<file path="src/rtl/xbus_pkg.sv">
// Package: shared phase encoding for the external bus cycle sequencer.
// Assumes: one access in flight at a time.
package xbus_pkg;

    typedef enum logic [1:0] {
        PH_IDLE = 2'd0,
        PH_ADDR = 2'd1,
        PH_CMD  = 2'd2,
        PH_REC  = 2'd3
    } xbus_phase_e;

endpackage

</file>
<file path="src/rtl/xbus_wait_pipe.sv">
// Module: xbus_wait_pipe
// Samples the active-low wait pin on every clock edge through two stages.
// The decision value comes from stage one in synchronous mode and from
// stage two in asynchronous mode, which adds one synchronizer stage.
// Assumes: the mode select stays stable for the whole access.
// Stages reset to "not waiting".
module xbus_wait_pipe (
    input  logic clk,
    input  logic rst_n,
    input  logic async_i,
    input  logic wait_n_i,
    output logic go_o
);

    logic stage1_q;
    logic stage2_q;

    // Shift the pin sample through the two stages.
    always_ff @(posedge clk) begin
        if (!rst_n) begin
            stage1_q <= 1'b1;
            stage2_q <= 1'b1;
        end else begin
            stage1_q <= wait_n_i;
            stage2_q <= stage1_q;
        end
    end

    // Pick the stage that matches the mode's decision delay.
    always_comb begin
        go_o = async_i ? stage2_q : stage1_q;
    end

endmodule

</file>
<file path="src/rtl/xbus_phase_timer.sv">
// Module: xbus_phase_timer
// Down counter for phase lengths. A load sets the count to (length - 1),
// the count then falls to zero and holds there, and zero_o flags the last
// cycle of a phase.
// Assumes: the caller loads an already clamped value.
module xbus_phase_timer #(
    parameter int CNT_W = 4
) (
    input  logic             clk,
    input  logic             rst_n,
    input  logic             load_i,
    input  logic [CNT_W-1:0] load_val_i,
    output logic             zero_o
);

    logic [CNT_W-1:0] cnt_q;

    // Load on a phase change, otherwise count down to zero.
    always_ff @(posedge clk) begin
        if (!rst_n) begin
            cnt_q <= '0;
        end else if (load_i) begin
            cnt_q <= load_val_i;
        end else if (cnt_q != '0) begin
            cnt_q <= cnt_q - 1'b1;
        end
    end

    // Flag the final cycle of the current phase.
    always_comb begin
        zero_o = (cnt_q == '0);
    end

endmodule

</file>
<file path="src/rtl/xbus_cycle_seq.sv">
// Module: xbus_cycle_seq (top)
// Sequences one external access through address, command and recovery
// phases. The command phase holds its programmed length, then extends while
// the delayed wait sample is low. On a read, the data bus is captured when
// the command phase ends.
// Assumes: the length inputs are stable during an access. The read/write
// selector and the mode are latched when a request is accepted.
module xbus_cycle_seq
    import xbus_pkg::*;
#(
    parameter int CNT_W  = 4,
    parameter int DATA_W = 32
) (
    input  logic              clk,
    input  logic              rst_n,
    input  logic              start_i,
    input  logic              rw_i,
    input  logic              async_i,
    input  logic [CNT_W-1:0]  addr_len_i,
    input  logic [CNT_W-1:0]  cmd_rd_len_i,
    input  logic [CNT_W-1:0]  cmd_wr_len_i,
    input  logic [CNT_W-1:0]  rec_len_i,
    input  logic              wait_n_i,
    input  logic [DATA_W-1:0] rdata_i,
    output logic              adv_o,
    output logic              rd_o,
    output logic              wr_o,
    output logic              wdata_oe_o,
    output logic              busy_o,
    output logic              done_o,
    output logic [DATA_W-1:0] rdata_o
);

    localparam logic [CNT_W-1:0] MIN_SYNC  = CNT_W'(1);
    localparam logic [CNT_W-1:0] MIN_ASYNC = CNT_W'(2);

    xbus_phase_e      state_q, state_d;
    logic             rw_q;
    logic             async_q;
    logic             done_q;
    logic [DATA_W-1:0] rdata_q;
    logic             ld;
    logic [CNT_W-1:0] ld_val;
    logic             cnt_zero;
    logic             wait_go;
    logic             capture;
    logic             finish;

    // Raise a length to a floor and return (length - 1) for the timer.
    function automatic logic [CNT_W-1:0] len_to_load(input logic [CNT_W-1:0] len,
                                                     input logic [CNT_W-1:0] floor_v);
        logic [CNT_W-1:0] eff;
        eff = (len < floor_v) ? floor_v : len;
        return eff - 1'b1;
    endfunction

    xbus_wait_pipe u_wait (
        .clk      (clk),
        .rst_n    (rst_n),
        .async_i  (async_q),
        .wait_n_i (wait_n_i),
        .go_o     (wait_go)
    );

    xbus_phase_timer #(.CNT_W(CNT_W)) u_timer (
        .clk        (clk),
        .rst_n      (rst_n),
        .load_i     (ld),
        .load_val_i (ld_val),
        .zero_o     (cnt_zero)
    );

    // Next phase, timer load and capture/finish decisions.
    always_comb begin
        state_d = state_q;
        ld      = 1'b0;
        ld_val  = '0;
        capture = 1'b0;
        finish  = 1'b0;
        unique case (state_q)
            PH_IDLE: begin
                if (start_i) begin
                    state_d = PH_ADDR;
                    ld      = 1'b1;
                    ld_val  = len_to_load(addr_len_i, MIN_SYNC);
                end
            end
            PH_ADDR: begin
                if (cnt_zero) begin
                    state_d = PH_CMD;
                    ld      = 1'b1;
                    ld_val  = len_to_load(rw_q ? cmd_wr_len_i : cmd_rd_len_i,
                                          async_q ? MIN_ASYNC : MIN_SYNC);
                end
            end
            PH_CMD: begin
                if (cnt_zero && wait_go) begin
                    state_d = PH_REC;
                    ld      = 1'b1;
                    ld_val  = len_to_load(rec_len_i, MIN_SYNC);
                    capture = !rw_q;
                end
            end
            PH_REC: begin
                if (cnt_zero) begin
                    state_d = PH_IDLE;
                    finish  = 1'b1;
                end
            end
            default: state_d = PH_IDLE;
        endcase
    end

    // Phase register and per-access latches.
    always_ff @(posedge clk) begin
        if (!rst_n) begin
            state_q <= PH_IDLE;
            rw_q    <= 1'b0;
            async_q <= 1'b0;
            done_q  <= 1'b0;
        end else begin
            state_q <= state_d;
            done_q  <= finish;
            if (state_q == PH_IDLE && start_i) begin
                rw_q    <= rw_i;
                async_q <= async_i;
            end
        end
    end

    // Read data capture at the edge that ends the command phase.
    always_ff @(posedge clk) begin
        if (!rst_n) begin
            rdata_q <= '0;
        end else if (capture) begin
            rdata_q <= rdata_i;
        end
    end

    // Output decode from the phase and the latched direction.
    always_comb begin
        adv_o      = (state_q == PH_ADDR);
        rd_o       = (state_q == PH_CMD) && !rw_q;
        wr_o       = (state_q == PH_CMD) && rw_q;
        wdata_oe_o = rw_q && (state_q == PH_CMD || state_q == PH_REC);
        busy_o     = (state_q != PH_IDLE);
        done_o     = done_q;
        rdata_o    = rdata_q;
    end

    AST_ONE_STROBE: assert property (@(posedge clk) disable iff (!rst_n)
        !(rd_o && wr_o));

    AST_STROBE_HELD: assert property (@(posedge clk) disable iff (!rst_n)
        (state_q == PH_CMD && !(cnt_zero && wait_go)) |=> (rd_o || wr_o));

    AST_WAIT_EXTENDS: assert property (@(posedge clk) disable iff (!rst_n)
        (state_q == PH_CMD && cnt_zero && !wait_go) |=> (state_q == PH_CMD));

    AST_ADDR_FROM_IDLE: assert property (@(posedge clk) disable iff (!rst_n)
        $rose(adv_o) |-> ($past(state_q) == PH_IDLE));

    AST_DONE_PULSE: assert property (@(posedge clk) disable iff (!rst_n)
        done_o |=> !done_o);

endmodule

</file>
<file path="config.mk">
export PLATFORM = sky130hd
export DESIGN_NAME = xbus_cycle_seq
export DESIGN_NICKNAME = d
export VERILOG_FILES = /design/src/rtl/xbus_pkg.sv /design/src/rtl/xbus_wait_pipe.sv /design/src/rtl/xbus_phase_timer.sv /design/src/rtl/xbus_cycle_seq.sv
export SDC_FILE = /design/constraint.sdc
export NUM_CORES = 1
export LEC_CHECK = 0
export BUFFER_PORTS_ARGS = -buffer_cell sky130_fd_sc_hd__buf_2
export CORE_ASPECT_RATIO = 1.1
export CORE_UTILIZATION = 53
export CTS_BUF_LIST = sky130_fd_sc_hd__clkbuf_8
export DETAILED_ROUTE_END_ITERATION = 7
export GPL_ROUTABILITY_DRIVEN = 0
export HOLD_SLACK_MARGIN = 0.06
export PLACE_DENSITY_LB_ADDON = 0.2
export REMOVE_ABC_BUFFERS = 1
export SYNTH_ARGS = -nofsm -noshare
export SYNTH_HDL_FRONTEND = slang
export SYNTH_SLANG_ARGS = --single-unit
</file>
<file path="constraint.sdc">
create_clock -name clk -period 7.5 [get_ports clk]
set_clock_uncertainty 0.05 [all_clocks]
set_input_delay 0.375 -clock clk [delete_from_list [all_inputs] [get_ports clk]]
set_output_delay 0.375 -clock clk [all_outputs]
set_load 0.02 [all_outputs]
</file>
==> run_results.csv <==
group,metric,value,unit
run_status,outcome,"complete, no violations",
critical_path,path_class,"reg -> reg",
critical_path,worst_setup_path_start_kind,"flip-flop",
placed_design,io_buffers,91,
route,vias_per_cell,5.10,
clock_tree,clock_latency,0.29,ns
clock_tree,cts_buffer_depth,2,
timing,period_minus_slack,3.13,ns
pwr,finalPower,0.000751,W
grt,grt_max_degree,44,
critical_path,critical-path-top-delay-family,"simple AND/OR/NAND/NOR gates",
placed_design,placedInstanceArea,2580,um2
critical_path,rr_endpoint,"u_timer.cnt_q[2]$_SDFFE_PN0P_",
route,ant_nets,0,
synthesis,synth_ff_type,"dfxtp_1",
clock_tree,cts_resized,0,
layout,antenna-diode-count,0,
run,max_cap_violations,0,
clock_tree,htreeDepth,2,
clock_tree,path_clk_slew,0.08,ns
floorplan,ios,92,
layout,finalNetCount,400,
synthesis,synthTopCellsByArea,"dfxtp_1 40%, nand2_1 13%, a21boi_1 11%, ha_1 5.9%, mux2i_1 2.8%",
pwr,peakVddDrop,0.242,mV
floorplan,dieArea,4280,um2
route,wl_met3,208,um
layout,nFillCells,341,
synthesis,ys_top_cells_by_count,"75 x nand2_1, 43 x dfxtp_1, 30 x a21boi_1",
timing,setup_tns,0,ns
critical_path,crit_buf_inv,0,
hold_path,hp-class,"in -> reg",
floorplan,floorplan.initialDensity,0.570,
route,wl_met1,2.03,mm
grt,grt_pass1_vias,1809,
route,drc,0,
layout,drive_above_1_share,0.315,
route,wl_per_cell,12.2,um
synthesis,synth-edff-count,0,
pwr,power_density,279,nW/um2
layout,finalNonFillerCells,387,
grt,grt-ovfl-total,0,
clock_tree,ctsHoldBuffers,0,
critical_path,regToRegSetupSlack,4.37,ns
critical_path,setup.worst_path.end,"u_timer.cnt_q[2]$_SDFFE_PN0P_",
critical_path,rr_worst_depth,11,
synthesis,syn_area,2130,um2
synthesis,yosys.area.top_type_share,0.404,
grt,groute.usage.overall,0.229,
route,vias,1973,
route,drtIter0Drc,66,
critical_path,critPathLaunch,"rw_q$_SDFFE_PN0P_",
floorplan,rows,23,
critical_path,slowest_stage,"dfxtp_1",
grt,antenna_found_initial,0,
critical_path,crit_path_end_kind,"flip-flop",
synthesis,postSynthCellCount,249,
placed_design,dp.cells,379,
pwr,leakage,1.23,nW
critical_path,cpPeakStageDelay,0.63,ns
floorplan,die_h,68.5,um
clock_tree,cts_tree,"done",
route,dr_wl_met2,2.41,mm
synthesis,synthMostInstantiatedCell,"nand2_1",
synthesis,syn_avg_cell_area,8.57,um2
synthesis,async_reset_ff_frac,0,
clock_tree,root_buffer,"clkbuf_8",
synthesis,synth_seq_cells,43,
route,top_layer,"met4",
critical_path,cp_max_fo,14,
placed_design,dp_hpwl,3.46,mm
synthesis,ys_seq_area_frac,0.404,
synthesis,ys_warn_count,0,
clock_tree,numCtsBuffers,5,
route,routed_wl,4.73,mm
grt,grt_pass1_wl,7.65,mm
synthesis,synth_top_area_cell,"dfxtp_1",
critical_path,worstSetupPathDepth,11,
layout,final_util,0.719,
timing,maxSlewViolCount,0,
timing,relSlewSlack,0.286,
timing,hold_violations,0,
clock_tree,clock-sinks,43,
layout,regArea,861,um2
timing,min_period_over_period,0.417,
route,firstDrtPassIters,4,
timing,fmaxAchievable,319,MHz
critical_path,worstPathArrival,3.26,ns
synthesis,yosys.cell_types.count,42,
timing,rsz0062_at_grt,"false",
layout,multi_input_area,1160,um2
timing,tightest_slew,1.07,ns
layout,area.growth.synth_to_final,26.2,%
critical_path,crit_chain,"mux2_2 -> ha_1 -> or4b_1 -> and2_1 -> a21o_1 -> mux2i_1 -> ha_1 -> xor2_1 -> o22ai_1 -> a21oi_1 -> a21oi_1",
floorplan,fp.dieW,62.5,um
floorplan,core-area,3740,um2
critical_path,timing.rr.start,"rw_q$_SDFFE_PN0P_",
layout,finalInstanceArea,2690,um2
critical_path,required,7.63,ns
timing,setup_viol,0,
clock_tree,cts_setup_buffers,0,
## power breakdown
group	internal, W	switching (W)	total, W
combinational	0.000119	0.000171	0.000291
clock	0.0000991	0.0000791	0.000178
sequential	0.000257	0.0000246	0.000282
## sequential cells by signal, indices dropped and copies added, names as in the netlist
| register | flops |
|---|---|
| rdata_o | 32 |
| u_wait.stage2_q | 1 |
| async_q | 1 |
| u_wait.stage1_q | 1 |
| rw_q | 1 |
| state_q | 2 |
| u_timer.cnt_q | 4 |
| done_o | 1 |
## routing by layer
layer  track usage  vias to the layer above
met5             0                        -
met4         0.105                        0
met3        0.0461                       10
met2         0.442                       51
met1         0.245                      895
li1              -                     1017
## final cells by class
class / instances / share of cell area
Multi-Input combinational cell: 186 / 0.432
Sequential cell: 43 / 0.320
Timing Repair Buffer: 92 / 0.172
Clock buffer: 5 / 0.0256
Tap cell: 50 / 0.0232
Clock inverter: 3 / 0.0163
Inverter: 8 / 0.0112
## cell usage in the layout (no fill, tap or decap), types with 2 or more instances in the layout
cell | netlist | layout
a21boi_1 | 30 | 30
a21oi_1 | 6 | 6
nor2b_1 | 2 | 2
dfxtp_1 | 43 | 43
nand2b_1 | 2 | 2
o21bai_1 | 2 | 2
o21ai_0 | 4 | 4
and2_1 | 4 | 4
a21boi_0 | 5 | 5
o21a_1 | 2 | 2
a21o_1 | 2 | 2
nor2_1 | 5 | 5
buf_2 | 4 | 91
xor2_1 | 2 | 2
nor3_1 | 4 | 4
xnor2_1 | 2 | 2
clkbuf_8 | 0 | 5
nand2_1 | 75 | 75
ha_1 | 10 | 10
o311a_1 | 2 | 2
mux2i_1 | 6 | 6
mux2_2 | 2 | 2
inv_1 | 8 | 8
o22ai_1 | 2 | 2
## kinds of logic (layout without fill, tap and decap cells)
group | count (synthesis) | count (layout) | share of synthesized area
and+or+nand+nor | 102 | 102 | 0.216
AOI/OAI and AO/OA | 62 | 62 | 0.215
DFF | 43 | 43 | 0.404
buffers and inverters | 20 | 108 | 0.0516
adders and majority gates | 10 | 10 | 0.0587
muxes | 8 | 8 | 0.0387
xor gates and xnor gates | 4 | 4 | 0.0164
## worst min-delay path by stage
stage / from / to / slack, ns / cells past startpoint
finish: wait_n_i / u_wait.stage1_q$_SDFF_PN1_ / 0.21 / 2
global route: wait_n_i / u_wait.stage1_q$_SDFF_PN1_ / 0.22 / 2
CTS: wait_n_i / u_wait.stage1_q$_SDFF_PN1_ / 0.20 / 2
detailed placement: u_wait.stage1_q$_SDFF_PN1_ / u_wait.stage2_q$_SDFF_PN1_ / 0.38 / 1
global placement: u_wait.stage1_q$_SDFF_PN1_ / u_wait.stage2_q$_SDFF_PN1_ / 0.37 / 1
floorplan: u_wait.stage1_q$_SDFF_PN1_ / u_wait.stage2_q$_SDFF_PN1_ / 0.36 / 1
## through the flow
step           setup WS, ns  hold slack [ns]
3_3_place_gp           4.53            0.366
2_1_floorplan          4.65            0.357
3_5_place_dp           4.41            0.379
5_1_grt                4.20            0.217
4_1_cts                4.39            0.201
6_report               4.37            0.208
No activity file was read; power rests on OpenSTA's default activity.
